**src/rtl/wfp_pkg.sv**
```systemverilog
// Package: shared codes and sizes for the waveform command parser.
// Assumes: ASCII input, with at most two numeric arguments per line.
package wfp_pkg;
    localparam int NUM_W  = 32;  // numeric argument width
    localparam int N_ARGS = 2;   // frequency, amplitude

    typedef enum logic [2:0] {
        W_OFF      = 3'd0,
        W_SQUARE   = 3'd1,
        W_SINE     = 3'd2,
        W_TRIANGLE = 3'd3,
        W_SAW      = 3'd4,
        W_HELP     = 3'd5,
        W_BAD      = 3'd7
    } wave_e;

    typedef enum logic [2:0] {
        P_IDLE,   // waiting for the first mnemonic character
        P_MN1,    // one mnemonic character seen
        P_MN2,    // two mnemonic characters seen
        P_GAP,    // between fields
        P_NUM,    // inside a number
        P_BAD     // line is bad, discard until terminator
    } pstate_e;
endpackage

```
**src/rtl/wfp_char_class.sv**
```systemverilog
// Module: classifies one ASCII byte and folds lower-case letters to upper case.
// Assumes: plain 8-bit ASCII; only space 0x20 is whitespace and only CR/LF end a line.
module wfp_char_class (
    input  logic [7:0] ch,
    output logic [7:0] up_ch,
    output logic       is_digit,
    output logic       is_space,
    output logic       is_term,
    output logic [3:0] digit
);
    // Case folding and character classes.
    always_comb begin
        up_ch    = (ch >= 8'h61 && ch <= 8'h7A) ? (ch - 8'h20) : ch;
        is_digit = (ch >= 8'h30 && ch <= 8'h39);
        is_space = (ch == 8'h20);
        is_term  = (ch == 8'h0D) || (ch == 8'h0A);
        digit    = ch[3:0];
    end
endmodule

```
**src/rtl/wfp_mnem_decode.sv**
```systemverilog
// Module: maps a two-character upper-case mnemonic to a waveform code.
// Assumes: the inputs are already case-folded.
module wfp_mnem_decode
    import wfp_pkg::*;
(
    input  logic [7:0] c0,
    input  logic [7:0] c1,
    output wave_e      code,
    output logic       known
);
    // Mnemonic lookup.
    always_comb begin
        known = 1'b1;
        case ({c0, c1})
            16'h4F46: code = W_OFF;      // OF
            16'h5351: code = W_SQUARE;   // SQ
            16'h5349: code = W_SINE;     // SI
            16'h5452: code = W_TRIANGLE; // TR
            16'h5341: code = W_SAW;      // SA
            16'h3F3F: code = W_HELP;     // ??
            default: begin
                code  = W_BAD;
                known = 1'b0;
            end
        endcase
    end
endmodule

```
**src/rtl/wfp_num_acc.sv**
```systemverilog
// Module: one decimal accumulation step, acc*10 + digit, saturating at all ones.
// Assumes: digit is in the range 0..9.
module wfp_num_acc #(
    parameter int W = 32
) (
    input  logic [W-1:0] acc_in,
    input  logic [3:0]   digit,
    output logic [W-1:0] acc_out
);
    localparam int WX = W + 4;
    logic [WX-1:0] wide;

    // Multiply-add in a wider word, then clamp.
    always_comb begin
        wide    = WX'(acc_in) * WX'(10) + WX'(digit);
        acc_out = (wide[WX-1:W] != '0) ? {W{1'b1}} : wide[W-1:0];
    end

    // Accumulation never wraps below the previous value.
    always_comb begin
        AST_NO_WRAP: assert (acc_out >= acc_in);
    end
endmodule

```
**src/rtl/wave_cmd_parser.sv**
```systemverilog
// Module: line parser for two-letter waveform commands with optional frequency
// and amplitude arguments; emits one strobe per non-empty line.
// Assumes: rx_valid is a one-cycle byte strobe; synchronous active-low reset.
module wave_cmd_parser
    import wfp_pkg::*;
(
    input  logic              clk,
    input  logic              rst_n,
    input  logic              rx_valid,
    input  logic [7:0]        rx_data,
    output logic              cmd_valid,
    output logic [2:0]        cmd_wave,
    output logic              cmd_err,
    output logic              freq_set,
    output logic [NUM_W-1:0]  freq_val,
    output logic              amp_set,
    output logic [NUM_W-1:0]  amp_val
);
    localparam int ACW = $clog2(N_ARGS + 1);

    pstate_e          st, st_n;
    logic [7:0]       c0, c0_n, c1, c1_n;
    logic [NUM_W-1:0] num, num_n, acc_next;
    logic [NUM_W-1:0] args [N_ARGS];
    logic [NUM_W-1:0] args_n [N_ARGS];
    logic [ACW-1:0]   argc, argc_n;
    logic             emit, bad;

    logic [7:0] up_ch;
    logic       is_digit, is_space, is_term;
    logic [3:0] digit;
    wave_e      code;
    logic       known;

    wfp_char_class u_cls (
        .ch(rx_data), .up_ch(up_ch), .is_digit(is_digit),
        .is_space(is_space), .is_term(is_term), .digit(digit)
    );

    wfp_mnem_decode u_dec (.c0(c0), .c1(c1), .code(code), .known(known));

    wfp_num_acc #(.W(NUM_W)) u_acc (.acc_in(num), .digit(digit), .acc_out(acc_next));

    // Next-state logic: walk through the fields of the line, one byte at a time.
    always_comb begin
        st_n   = st;
        c0_n   = c0;
        c1_n   = c1;
        num_n  = num;
        argc_n = argc;
        for (int i = 0; i < N_ARGS; i++) args_n[i] = args[i];
        emit = 1'b0;
        bad  = 1'b0;
        if (rx_valid) begin
            case (st)
                P_IDLE: begin
                    if (!is_term && !is_space) begin
                        c0_n   = up_ch;
                        argc_n = '0;
                        for (int i = 0; i < N_ARGS; i++) args_n[i] = '0;
                        st_n   = P_MN1;
                    end
                end
                P_MN1: begin
                    if (is_term) begin
                        emit = 1'b1; bad = 1'b1; st_n = P_IDLE;
                    end else if (is_space) begin
                        st_n = P_BAD;
                    end else begin
                        c1_n = up_ch; st_n = P_MN2;
                    end
                end
                P_MN2: begin
                    if (is_term) begin
                        emit = 1'b1; bad = !known; st_n = P_IDLE;
                    end else if (is_space) begin
                        st_n = known ? P_GAP : P_BAD;
                    end else begin
                        st_n = P_BAD;
                    end
                end
                P_GAP: begin
                    if (is_term) begin
                        emit = 1'b1; st_n = P_IDLE;
                    end else if (is_digit) begin
                        if (argc == ACW'(N_ARGS)) st_n = P_BAD;
                        else begin
                            num_n = NUM_W'(digit); st_n = P_NUM;
                        end
                    end else if (!is_space) begin
                        st_n = P_BAD;
                    end
                end
                P_NUM: begin
                    if (is_digit) begin
                        num_n = acc_next;
                    end else if (is_space || is_term) begin
                        for (int i = 0; i < N_ARGS; i++)
                            if (argc == ACW'(i)) args_n[i] = num;
                        argc_n = argc + 1'b1;
                        if (is_term) begin
                            emit = 1'b1; st_n = P_IDLE;
                        end else begin
                            st_n = P_GAP;
                        end
                    end else begin
                        st_n = P_BAD;
                    end
                end
                default: begin // P_BAD
                    if (is_term) begin
                        emit = 1'b1; bad = 1'b1; st_n = P_IDLE;
                    end
                end
            endcase
        end
    end

    // Parser state registers.
    always_ff @(posedge clk) begin
        if (!rst_n) begin
            st   <= P_IDLE;
            c0   <= '0;
            c1   <= '0;
            num  <= '0;
            argc <= '0;
            for (int i = 0; i < N_ARGS; i++) args[i] <= '0;
        end else begin
            st   <= st_n;
            c0   <= c0_n;
            c1   <= c1_n;
            num  <= num_n;
            argc <= argc_n;
            for (int i = 0; i < N_ARGS; i++) args[i] <= args_n[i];
        end
    end

    // Command output registers: the strobe pulses, the fields hold until the next line.
    always_ff @(posedge clk) begin
        if (!rst_n) begin
            cmd_valid <= 1'b0;
            cmd_wave  <= '0;
            cmd_err   <= 1'b0;
            freq_set  <= 1'b0;
            freq_val  <= '0;
            amp_set   <= 1'b0;
            amp_val   <= '0;
        end else begin
            cmd_valid <= emit;
            if (emit) begin
                cmd_wave <= bad ? W_BAD : code;
                cmd_err  <= bad;
                freq_set <= !bad && (argc_n >= ACW'(1));
                amp_set  <= !bad && (argc_n >= ACW'(2));
                freq_val <= (!bad && argc_n >= ACW'(1)) ? args_n[0] : '0;
                amp_val  <= (!bad && argc_n >= ACW'(2)) ? args_n[1] : '0;
            end
        end
    end

    AST_STROBE_ONE_CYCLE: assert property (@(posedge clk) disable iff (!rst_n)
        cmd_valid |=> !cmd_valid);
    AST_STROBE_AFTER_TERM: assert property (@(posedge clk) disable iff (!rst_n)
        cmd_valid |-> $past(rx_valid && (rx_data == 8'h0D || rx_data == 8'h0A)));
    AST_AMP_NEEDS_FREQ: assert property (@(posedge clk) disable iff (!rst_n)
        (cmd_valid && amp_set) |-> freq_set);
    AST_ERR_NO_PARAMS: assert property (@(posedge clk) disable iff (!rst_n)
        (cmd_valid && cmd_err) |-> (!freq_set && !amp_set && cmd_wave == 3'd7));
    AST_IDLE_AFTER_TERM: assert property (@(posedge clk) disable iff (!rst_n)
        (rx_valid && (rx_data == 8'h0D || rx_data == 8'h0A)) |=> (st == P_IDLE));
endmodule

```
**config.mk**
```make
export PLATFORM = sky130hd
export DESIGN_NAME = wave_cmd_parser
export DESIGN_NICKNAME = d
export VERILOG_FILES = /design/src/rtl/wfp_pkg.sv /design/src/rtl/wfp_char_class.sv /design/src/rtl/wfp_mnem_decode.sv /design/src/rtl/wfp_num_acc.sv /design/src/rtl/wave_cmd_parser.sv
export SDC_FILE = /design/constraint.sdc
export NUM_CORES = 1
export LEC_CHECK = 0
export ABC_AREA = 1
export BUFFER_PORTS_ARGS = -buffer_cell sky130_fd_sc_hd__buf_2
export CORE_UTILIZATION = 58
export DETAILED_ROUTE_END_ITERATION = 10
export PLACE_DENSITY_LB_ADDON = 0.08
export SYNTH_ARGS = -nofsm -noshare
export SYNTH_HDL_FRONTEND = slang
export SYNTH_SLANG_ARGS = --single-unit
```
**constraint.sdc**
```tcl
create_clock -name clk -period 4 [get_ports clk]
set_input_delay 0.2 -clock clk [delete_from_list [all_inputs] [get_ports clk]]
set_output_delay 0.2 -clock clk [all_outputs]
set_load 0.02 [all_outputs]
```
Word level (Yosys, flattened, before mapping):

Memories as Yosys holds them, arrays and structs flattened.
Index checks and enable logic that the tools add are counted.

* $lt $le $gt $ge: 6
* reduce and logical (&&, ||, !) cells: 22
* multipliers: 1
* bitwise operators: 4
* $add $sub $neg: 3
* muxes and demuxes: 51
* eq/ne operators: 22

Operator list (number)
* 32-bit two-way mux: 11
* 64-bit two-way mux: 4
* 64-bit one-hot mux with 2 select lines: 1
* 16-bit by 15-bit equality test with 1-bit output (second input constant): 5
* 32-bit one-hot mux with 2 select lines: 1
* 3-bit two-way mux: 13
* 36-bit by 4-bit adder with 36-bit output: 1
* 32-bit by 3-bit multiplier with 35-bit output (second input constant): 1
* 3-bit one-hot mux with 6 select lines: 1
* 16-bit by 14-bit equality test with 1-bit output (second input constant): 1
* 8-bit by 4-bit equality test with 1-bit output (second input constant): 2
* 3-bit one-hot mux with 5 select lines: 1
* 2-bit inequality test (second input constant): 6
* 1-bit two-way mux: 10
* 2-bit two-way mux: 5
* 8-bit by 6-bit equality test with 1-bit output (second input constant): 1
* 8-bit by 6-bit >= comparator with 1-bit output (second input constant): 1
* 8-bit by 7-bit >= comparator with 1-bit output (second input constant): 1
* 8-bit by 6-bit less-or-equal comparator with 1-bit output (second input constant): 1
* 8-bit by 7-bit less-or-equal comparator with 1-bit output (second input constant): 1
* 8-bit two-way mux: 1
* 8-bit by 6-bit subtractor with 8-bit output (second input constant): 1
* 3-bit by 2-bit equality test with 1-bit output (second input constant): 2
* 6-bit AND reduction: 1
* 25 further kinds: 36

* input bits: 11
* logic and storage cells: 122
* flip-flop bits (word level): 124
* memories kept: 1
* bits in writable memories: 64
* output and inout port bits: 71

Memory list
* args: depth 2, width 32, read ports 2, clocked after Yosys merged registers in 0, wr ports 2, line wave_cmd_parser.sv:24 `logic [NUM_W-1:0] args [N_ARGS];`

Depth between registers and ports, before layout:

Gate-level depths: netlist (run 1).

* depth in word-level cells: 10
* gate-level depth with buffers: 26
* mapped depth without buffers: 25

Hierarchy:

A second synthesis (run 1) with hierarchy kept.

* cell total of the unflattened synthesis: 2146
* area total of the unflattened synthesis: 13252.7 sq um

Modules (own cells, without submodules)
* wave_cmd_parser: area an instance 8251.7 sq um, cells an instance 1198, times used 1, sequential area each 3763.6 sq um
* wfp_num_acc: area an instance 4409.2 sq um, cells an instance 825, times used 1, sequential area each 0.0 sq um
* wfp_mnem_decode: area an instance 304.0 sq um, cells an instance 71, times used 1, sequential area each 0.0 sq um
* wfp_char_class: area an instance 287.8 sq um, cells an instance 52, times used 1, sequential area each 0.0 sq um

Least setup slack after synthesis (run 1):

OpenSTA, ideal clock, no wires.

* kind: register -> register
* from: reg num[1]
* to: reg num[5]
* required time: 3.864 ns
* clock period less this slack: 3.232 ns
* library setup time: 0.136 ns
* slack: 0.768 ns
* cell stages (with the launch flop): 22
* path buffers: 1
* data arrival time: 3.096 ns
* path through: dfxtp_1 ha_1 ha_1 inv_1 fa_1 nor2_1 nand3_1 nor2_1 nand2_1 nor2_2 nand3_1 nor2_1 nand3_1 nor2_1 nand3_1 o21bai_1 nand2_1 nor2_4 buf_8 nand3_2 nand2_1 a21oi_2

* word-level cells in the longest chain between the ends: 6

RTL lines
* from (decl): line wave_cmd_parser.sv:23 `logic [NUM_W-1:0] num, num_n, acc_next;`
* from (signal assigned): line wave_cmd_parser.sv:132 `num <= num_n;`
* 32-bit by 3-bit multiplier with 35-bit output (*): line wfp_num_acc.sv:15 `wide = WX'(acc_in) * WX'(10) + WX'(digit);`
* 36-bit by 4-bit adder with 36-bit output (*): line wfp_num_acc.sv:15
* 4-bit nonzero test: line wfp_num_acc.sv:16 `acc_out = (wide[WX-1:W] != '0) ? {W{1'b1}} : wide[W-1:0];`
* 32-bit two-way mux (*): line wfp_num_acc.sv:16
* 32-bit two-way mux (*): line wave_cmd_parser.sv:95 `if (is_digit) begin`
* 32-bit one-hot mux with 2 select lines (*): line wave_cmd_parser.sv:55 `case (st)`

Mark *: on every way between the ends. The rest lies on a longest branch, timed or not. The select of a mux whose other input is x is not followed.
A chain may end at the register's enable or synchronous reset.

Final worst setup path (run 1):

* from: reg num[1]
* to: reg num[9]

The elaborated chain is that of the path after synthesis.

==> results of run 1 <==
-- cell families (layout without fill, tap and decap cells) --
logic type | count (synthesis) | after routing | synth area share
buffers and inverters | 266 | 343 | 0.0945
and+or+nand+nor | 817 | 817 | 0.322
xor gates and xnor gates | 24 | 24 | 0.0185
DFF | 188 | 188 | 0.332
AOI/OAI and AO/OA | 256 | 256 | 0.153
adders and majority gates | 71 | 71 | 0.0797
-- metal layers --
| metal | wire length, um | up-vias | track usage |
|---|---|---|---|
| met1 | 14900 | 5056 | 0.452 |
| met4 | 578 | 0 | 0.0894 |
| met5 | 0 | - | 0 |
| met2 | 13400 | 397 | 0.485 |
| li1 | - | 5508 | - |
| met3 | 2250 | 56 | 0.0469 |
-- flip-flops by register name (all words and copies together) (netlist names) --
| name | count |
|---|---|
| argc | 2 |
| cmd_wave | 3 |
| args | 64 |
| c1 | 8 |
| freq_set | 1 |
| amp_set | 1 |
| st | 3 |
| c0 | 8 |
| cmd_valid | 1 |
| num | 32 |
| amp_val | 32 |
| cmd_err | 1 |
| freq_val | 32 |
-- worst register-to-register path: cells and delay by family (launching register included) --
| family | cells | cell delay, ns |
|---|---|---|
| AO/OA/AOI/OAI | 1 | 0.06 |
| adder cells (fa/ha/maj) | 3 | 0.93 |
| buffers and inverters | 4 | 0.47 |
| flip-flops | 1 | 0.37 |
| AND/OR/NAND/NOR | 17 | 1.79 |
-- stage by stage --
stage | instances | TNS, ns | hold WS [ns] | area [um2] | total power (uW)
finish | 1959 | 0 | 0.0917 | 12700 | 3820
detailed placement | 1923 | 0 | 0.456 | 12000 | 2120
floorplan | 1622 | 0 | 0.335 | 11300 | 2070
global placement | 1923 | 0 | 0.454 | 12000 | 2120
global route | 1959 | -0.00914 | 0.0914 | 12700 | 3930
CTS | 1955 | 0 | 0.0735 | 12600 | 3830
-- power by group through the flow --
stage	registers (uW)	logic, uW	clock network, uW
6_report	1900	179	1740
5_1_grt	1900	200	1830
4_1_cts	1900	176	1750
3_5_place_dp	1950	175	0
3_3_place_gp	1940	173	0
2_1_floorplan	1940	128	0
-- layout make-up --
type,count,area [um2]
clock inverter,15,183
fill,1626,6300
clock buffer,17,425
tap,260,325
timing repair buffer,107,661
multi-input combinational,1168,6530
inverter,204,766
sequential,188,3770
-- path summary, 6_finish.rpt --
| check | startpoint | endpoint | slack (ns) |
|---|---|---|---|
| max | num[1] | num[9] | 0.26 |
| min | rx_data[7] | c1[7] | 0.09 |
| max reg2reg | num[1] | num[9] | 0.26 |
| min reg2reg | args[0][37] | args[0][37] | 0.47 |
-- layout by cell type (no fill, tap or decap), types with 22 or more instances in the layout --
master,instances
nand2_1,441
nand4_1,32
ha_1,68
dfxtp_1,185
a21oi_1,117
nor3_1,23
buf_4,22
a32o_1,64
nor2_1,126
nand3_1,114
buf_2,81
o21ai_0,29
inv_1,196
xor2_1,22
-- what timing repair did --
action	4_1_cts	5_1_grt
resized for setup	0	11
endpoints found under the setup margin	0	32
buffers inserted	0	2
endpoints found under the hold margin	0	0
==> results.py, run 1 <==
metrics = {
    "timing": {
        "final-setup-viol-count": 0,
        "worst_pin_slew_ns": 1.11,
        "skew_ns": 0.0181,
        "hold_violations": 0,
        "slew_viol_final": 0,
        "timing.slew.headroom": 0.259,
        "setup_ws_ns": 0.263,
        "min_period_over_period": 0.934,
        "finalCriticalPeriod_ns": 3.74,
        "max_freq_mhz": 268,
    },
    "routing": {
        "drt_iter0_drc": 868,
        "viasPerCell": 5.62,
        "drc": 0,
        "antenna_left": 0,
        "avgRoutedWirePerCell_um": 15.9,
        "wl_mm": 31.1,
        "vias": 11017,
        "drtPass1Iterations": 5,
    },
    "clocking": {
        "cts_tree": "done",
        "cts_buffers": 17,
        "clk_latency_ns": 0.45,
        "h-tree-depth": 4,
        "hold_buffers": 0,
        "cts_sinks": 188,
        "root_buffer": "clkbuf_16",
        "clk_pin_slew_ns": 0.07,
        "clockBufferDepth": 2,
    },
    "min_path": {
        "holdCritPathClass": "input port to register",
        "min_delay_path_depth": 3,
    },
    "synthesis": {
        "synthFlopType": "dfxtp_1",
        "syn_area_mm2": 0.0113,
        "synth.distinct_cells": 48,
        "synth_seq_cells": 188,
        "synth_top_area_cell": "dfxtp_1",
        "synth_nets": 1704,
        "synthTopCellsByArea": "dfxtp_1 (33%), nand2_1 (15%), ha_1 (7.6%)",
        "avgSynthCellArea_um2": 6.99,
        "synth_commonest_cells": "nand2_1 (442), inv_1 (197), dfxtp_1 (188)",
        "ys_seq_area_frac": 0.332,
        "synth_enable_flop_cells": 0,
        "synthCells": 1622,
        "synthArstFlopShare": 0,
        "synth_warnings": 0,
        "synth.most_common_cell": "nand2_1",
        "synth_top_area_share": 0.332,
    },
    "floorplan": {
        "fp-row-count": 50,
        "ios": 82,
        "die_area_mm2": 0.0201,
        "core_mm2": 0.0190,
        "initial_core_util": 0.598,
        "die_width_um": 142,
        "die_h_um": 142,
    },
    "placement": {
        "place_ws_ns": 0.180,
        "routabilityCongestion": 0.937,
        "port_buffers": 81,
        "dp.final_hpwl_mm": 22.8,
    },
    "global_routing": {
        "grt_first_pass_wirelength_mm": 50.2,
        "antenna_found_initial": 0,
        "grt_pass1_vias": 9993,
        "grt_use_total": 0.314,
        "grt_max_degree": 87,
        "overflow": 0,
    },
    "setup_path": {
        "crit_slowest_cell": "fa_1",
        "cp.depth": 25,
        "cp_top_family": "simple AND/OR/NAND/NOR gates",
        "worstPathBufferInverterCount": 4,
        "required_ns": 4.31,
        "crit_path_start_kind": "register",
        "worstSetupEndpointType": "register",
        "cp.arrival_ns": 4.05,
        "path_common_cell": "nand2_1",
        "cp_max_fo": 15,
        "crit_path_max_incr_delay_ns": 0.40,
        "critPathKind": "register to register",
        "r2r_cells": 25,
    },
    "cells_and_area": {
        "drive_above_1_share": 0.132,
        "final_util": 0.668,
        "finalNetCount": 1768,
        "diodes": 0,
        "area_delta_synth_final_pct": 11.6,
    },
    "pwr": {
        "p_per_area_mw_per_mm2": 302,
        "pwr-share-clk": 0.455,
        "switching_power_uw": 1030,
        "p_seq_frac": 0.498,
        "internal_power_uw": 2790,
        "leakage_uw": 0.00603,
        "switching_share": 0.270,
        "pwr-share-comb": 0.047,
        "irDropWorstVdd_mv": 0.410,
    },
    "outcome": {
        "outcome": "finished, final reports clean",
    },
    "run": {
        "maxCapViolCount": 0,
    },
}
Note: power is estimated with default switching activity, not from simulation.
==> run 2: changes to the inputs <==
--- a/config.mk
+++ b/config.mk
@@ -10,6 +10,8 @@
 export CORE_UTILIZATION = 58
 export DETAILED_ROUTE_END_ITERATION = 10
 export PLACE_DENSITY_LB_ADDON = 0.08
+export RECOVER_POWER = 50
+export SLEW_MARGIN = 20
 export SYNTH_ARGS = -nofsm -noshare
 export SYNTH_HDL_FRONTEND = slang
 export SYNTH_SLANG_ARGS = --single-unit
==> results.py, run 2 (synthesis gave the netlist of run 1 again) <==
metrics = {
    "outcome": {
        "outcome": "finished, final reports clean",
    },
    "floorplan": {
        "die_area_mm2": 0.0201,
        "core_mm2": 0.0190,
        "initial_core_util": 0.598,
        "die_width_um": 142,
        "fp-row-count": 50,
        "die_h_um": 142,
        "ios": 82,
    },
    "routing": {
        "viasPerCell": 5.64,
        "vias": 11040,
        "avgRoutedWirePerCell_um": 15.8,
        "antenna_left": 0,
        "drtPass1Iterations": 5,
        "wl_mm": 30.9,
        "drt_iter0_drc": 866,
        "drc": 0,
    },
    "clocking": {
        "root_buffer": "clkbuf_16",
        "clockBufferDepth": 2,
        "h-tree-depth": 4,
        "clk_latency_ns": 0.45,
        "clk_pin_slew_ns": 0.08,
        "hold_buffers": 0,
        "cts_buffers": 17,
        "cts_tree": "done",
        "cts_sinks": 188,
    },
    "timing": {
        "worst_pin_slew_ns": 0.885,
        "skew_ns": 0.0165,
        "fin_tns_setup_ns": 0,
        "min_period_over_period": 0.940,
        "timing.slew.headroom": 0.410,
        "max_freq_mhz": 266,
        "finalCriticalPeriod_ns": 3.76,
        "hold_violations": 0,
        "final-setup-viol-count": 0,
        "slew_viol_final": 0,
    },
    "placement": {
        "dp.final_hpwl_mm": 22.8,
        "port_buffers": 81,
        "dp_cells": 1923,
        "routabilityCongestion": 0.937,
    },
    "cells_and_area": {
        "final_common_cell": "nand2_1",
        "final_cell_mix": "nand2_1 (441), inv_1 (196), dfxtp_1 (185), nor2_1 (127), a21oi_1 (117)",
        "finalNetCount": 1767,
        "layout.cells.non_filler": 1958,
        "largest_reg_flops": 64,
        "diodes": 0,
        "fillCellCount": 1670,
        "final_util": 0.660,
        "max_flop_register": "args",
        "area_delta_synth_final_pct": 10.4,
        "drive_above_1_share": 0.0860,
    },
    "setup_path": {
        "reg2reg_slack_ns": 0.24,
        "crit_end": "num[18]",
        "cp_max_fo": 15,
        "worstSetupStartpoint": "num[1]",
        "crit_slowest_cell": "fa_1",
        "required_ns": 4.33,
        "path_common_cell": "nand2_1",
        "critPathKind": "register to register",
        "r2r_cells": 25,
        "worstReg2RegStart": "num[1]",
        "crit_path_start_kind": "register",
        "cp.arrival_ns": 4.09,
        "worstReg2RegEnd": "num[18]",
        "worstSetupEndpointType": "register",
        "crit_path_max_incr_delay_ns": 0.40,
    },
    "global_routing": {
        "grt_max_degree": 87,
        "antenna_found_initial": 0,
        "grt_use_total": 0.314,
        "overflow": 0,
        "grt_first_pass_wirelength_mm": 50.2,
        "grt_pass1_vias": 9993,
    },
    "min_path": {
        "holdCritPathClass": "input port to register",
    },
    "run": {
        "maxCapViolCount": 0,
    },
    "pwr": {
        "irDropWorstVdd_mv": 0.383,
        "p_per_area_mw_per_mm2": 305,
        "leakage_uw": 0.00569,
    },
}
run 2: critical path, delay by kind of cell (launching register included):
kind	cells	cell delay, ns
buf+inv	3	0.40
fa+ha+maj	3	0.93
compound gates	1	0.06
simple gates	18	1.88
flops	1	0.38
run 2: area by class of cell:
class / instances / area (um2) / area share
Multi-Input combinational cell: 1168 / 6510 / 0.520
Tap cell: 260 / 325 / 0.0260
Timing Repair Buffer: 106 / 538 / 0.0430
Clock buffer: 17 / 425 / 0.0340
Clock inverter: 15 / 183 / 0.0146
Inverter: 204 / 767 / 0.0613
Sequential cell: 188 / 3770 / 0.301
run 2: metrics by stage:
stage | worst slack (ns) | area (um2) | total power (uW) | hold slack, ns
6_report | 0.239 | 12500 | 3820 | 0.0867
5_1_grt | -0.0400 | 12500 | 3930 | 0.0913
4_1_cts | 0.162 | 12600 | 3830 | 0.0735
3_5_place_dp | 0.180 | 12000 | 2120 | 0.456
3_3_place_gp | 0.246 | 12000 | 2120 | 0.454
2_1_floorplan | 0.768 | 11300 | 2070 | 0.335
run 2: report_power, final:
group / switching [uW] / leakage, uW / internal (uW)
Sequential: 14.5 / 0.00152 / 1890
Combinational: 134 / 0.00388 / 44.0
Clock: 884 / 0.000294 / 857
run 2: metal layers:
layer / global-route usage / wire, um / vias up
li1: - / - / 5501
met1: 0.452 / 14500 / 5040
met2: 0.485 / 13300 / 446
met3: 0.0469 / 2540 / 53
met4: 0.0894 / 560 / 0
met5: 0 / 0 / -
run 2: worst min path at each step:
stage	slack (ns)	endpoint	startpoint	cells past startpoint
5_1_grt	0.09	c1[7]	rx_data[7]	3
4_1_cts	0.07	c1[7]	rx_data[7]	3
2_1_floorplan	0.33	c0[0]	rx_data[0]	2
3_5_place_dp	0.46	args[0][49]	args[0][49]	2
6_report	0.09	c1[7]	rx_data[7]	3
3_3_place_gp	0.45	args[0][28]	args[0][28]	2
run 2: timing repair:
| item | CTS | global route |
|---|---|---|
| resized for setup | 0 | 9 |
| setup buffers | 0 | 2 |
| setup endpoints to repair | 0 | 32 |
==> run 3: changes to the inputs <==
--- a/config.mk
+++ b/config.mk
@@ -7,7 +7,9 @@
 export LEC_CHECK = 0
 export ABC_AREA = 1
 export BUFFER_PORTS_ARGS = -buffer_cell sky130_fd_sc_hd__buf_2
-export CORE_UTILIZATION = 58
+export CELL_PAD_IN_SITES_DETAIL_PLACEMENT = 0
+export CELL_PAD_IN_SITES_GLOBAL_PLACEMENT = 1
+export CORE_UTILIZATION = 44
 export DETAILED_ROUTE_END_ITERATION = 10
 export PLACE_DENSITY_LB_ADDON = 0.08
 export RECOVER_POWER = 50
==> constraint.sdc (replaced) <==
create_clock -name clk -period 3.5 [get_ports clk]
set_input_delay 0.175 -clock clk [delete_from_list [all_inputs] [get_ports clk]]
set_output_delay 0.175 -clock clk [all_outputs]
set_load 0.02 [all_outputs]
==> results.py, run 3 (synthesis gave the netlist of run 1 again) <==
metrics = {
    "cells_and_area": {
        "multiInputGateArea_mm2": 0.00693,
        "regArea_mm2": 0.00380,
        "final_cell_mix": "nand2_1 (418), inv_1 (192), dfxtp_1 (160), buf_4 (118), nor2_1 (115)",
        "final_common_cell": "nand2_1",
        "drive_above_1_share": 0.206,
        "largest_reg_flops": 64,
        "fin_area_mm2": 0.0140,
        "finalNetCount": 1877,
        "fillCellCount": 2483,
        "layout.cells.non_filler": 2138,
        "diodes": 0,
        "area_delta_synth_final_pct": 23.8,
        "max_flop_register": "args",
    },
    "setup_path": {
        "critPathKind": "register to register",
        "worstReg2RegStart": "num[3]",
        "cp_top_family": "simple AND/OR/NAND/NOR gates",
        "crit_slowest_cell": "fa_2",
        "cp.depth": 23,
        "reg2reg_slack_ns": 0.006,
        "worstPathBufferInverterCount": 4,
        "worstReg2RegEnd": "num[8]",
        "r2r_cells": 23,
        "crit_end": "num[8]",
        "crit_path_start_kind": "register",
        "cp_max_fo": 6,
        "cp_cell_sequence": "ha_4 > ha_4 > inv_2 > fa_2 > nor2_4 > buf_6 > nand3_4 > nor2_4 > nand3_4 > nor2_4 > nand3_4 > nor2_4 > nand2_4 > nor2_8 > nand2_2 > nand2_2 > nand2_2 > nor2_4 > buf_12 > buf_16 > nand3_2 > nand2_1 > a21oi_2",
        "required_ns": 3.80,
        "worstSetupStartpoint": "num[3]",
        "path_common_cell": "nor2_4",
        "cp.arrival_ns": 3.79,
        "crit_path_max_incr_delay_ns": 0.47,
        "worstSetupEndpointType": "register",
    },
    "timing": {
        "timing.slew.headroom": 0.439,
        "min_period_over_period": 0.998,
        "worst_pin_slew_ns": 0.840,
        "skew_ns": 0.0210,
        "hold_violations": 0,
        "final-setup-viol-count": 0,
        "max_freq_mhz": 286,
        "slew_viol_final": 0,
        "fin_tns_setup_ns": 0,
        "rsz0062_at_grt": "true",
        "finalCriticalPeriod_ns": 3.49,
        "setup_ws_ns": 0.00564,
    },
    "routing": {
        "antenna_left": 0,
        "drt_iter0_drc": 819,
        "avgRoutedWirePerCell_um": 16.3,
        "drtPass1Iterations": 5,
        "drc": 0,
        "vias": 11255,
        "viasPerCell": 5.26,
        "wl_mm": 34.9,
    },
    "pwr": {
        "pwr-share-clk": 0.455,
        "leakage_uw": 0.00642,
        "p_per_area_mw_per_mm2": 312,
        "pwr-share-comb": 0.049,
        "switching_share": 0.266,
        "switching_power_uw": 1170,
        "irDropWorstVdd_mv": 0.355,
        "internal_power_uw": 3210,
        "p_seq_frac": 0.496,
    },
    "floorplan": {
        "ios": 82,
        "die_h_um": 163,
        "fp-row-count": 58,
        "core_mm2": 0.0253,
        "die_area_mm2": 0.0264,
        "die_width_um": 163,
        "initial_core_util": 0.449,
    },
    "run": {
        "maxCapViolCount": 0,
    },
    "clocking": {
        "cts_buffers": 17,
        "cts_sinks": 188,
        "clk_pin_slew_ns": 0.08,
        "hold_buffers": 0,
        "h-tree-depth": 4,
        "clockBufferDepth": 2,
        "clk_latency_ns": 0.44,
        "cts_tree": "done",
        "root_buffer": "clkbuf_16",
    },
    "outcome": {
        "outcome": "finished, final reports clean",
    },
    "placement": {
        "port_buffers": 81,
        "place_ws_ns": 0.00432,
        "dp_cells": 2081,
        "dp.final_hpwl_mm": 25.4,
        "routabilityCongestion": 0.903,
        "place_area_mm2": 0.0127,
    },
    "global_routing": {
        "grt_pass1_vias": 10264,
        "antenna_found_initial": 0,
        "overflow": 0,
        "grt_use_total": 0.262,
        "grt_first_pass_wirelength_mm": 54.5,
        "grt_max_degree": 67,
    },
    "min_path": {
        "holdCritPathClass": "input port to register",
    },
}
## run 3: cell count changes in the layout (fill, tap and decap cells not counted), moves of 15 or more
cell and change:
nand3_2 +19, dfxtp_1 -25, nand3_1 -20, nand2_2 +19, ha_1 -15, nand2_1 -23
buf_4 +98, dfxtp_2 +24
## run 3: worst min path at each step
stage,startpoint,end,slack [ns],depth (start not counted)
floorplan,rx_data[0],c0[0],0.31,2
detailed placement,args[0][15],args[0][15],0.46,2
CTS,rx_data[7],c1[7],0.04,3
global placement,args[0][10],args[0][10],0.45,2
finish,rx_data[7],c1[7],0.07,3
global route,rx_data[7],c1[7],0.10,3
## run 3: metrics by stage
| stage | total power [uW] | utilization | hold WS [ns] |
|---|---|---|---|
| 2_1_floorplan | 2370 | - | 0.310 |
| 3_3_place_gp | 2430 | 0.504 | 0.455 |
| 3_5_place_dp | 2430 | 0.504 | 0.458 |
| 4_1_cts | 4400 | 0.533 | 0.0440 |
| 5_1_grt | 4520 | 0.555 | 0.105 |
| 6_report | 4370 | 0.555 | 0.0697 |
## run 3: routing by layer
layer  GRT usage  part of all wire  vias up  wire, um
met5           0                 0        -         0
met4      0.0446            0.0081        0       283
li1            -                 -     5736         -
met1       0.393              0.51     5291     17900
met3      0.0283             0.038       20      1310
met2       0.406              0.44      208     15400
## run 3: area by class of cell
type,count,area share
Clock buffer,19,0.0323
Clock inverter,13,0.0105
Inverter,204,0.0548
Multi-Input combinational cell,1168,0.494
Sequential cell,188,0.271
Tap cell,330,0.0294
Timing Repair Buffer,216,0.108
## run 3: power by group through the flow
stage | Clock, uW | Sequential (uW) | Combinational (uW)
final | 1990 | 2170 | 214
after floorplan | 0 | 2220 | 146
after global routing | 2100 | 2170 | 239
after CTS | 2010 | 2170 | 213
after detailed placement | 0 | 2220 | 212
after global placement | 0 | 2220 | 211
## run 3: worst min-delay path, cell delays in order
cell	delay, ns
buf_2	0.09
inv_1	0.08
a31oi_1	0.13
## run 3: timing repair
| action | in CTS | in global routing |
|---|---|---|
| endpoints found under the setup margin | 9 | 32 |
| resized for setup | 16 | 134 |
| pin swaps | 4 | 44 |
| gates cloned | 2 | 4 |
| setup buffers | 5 | 15 |
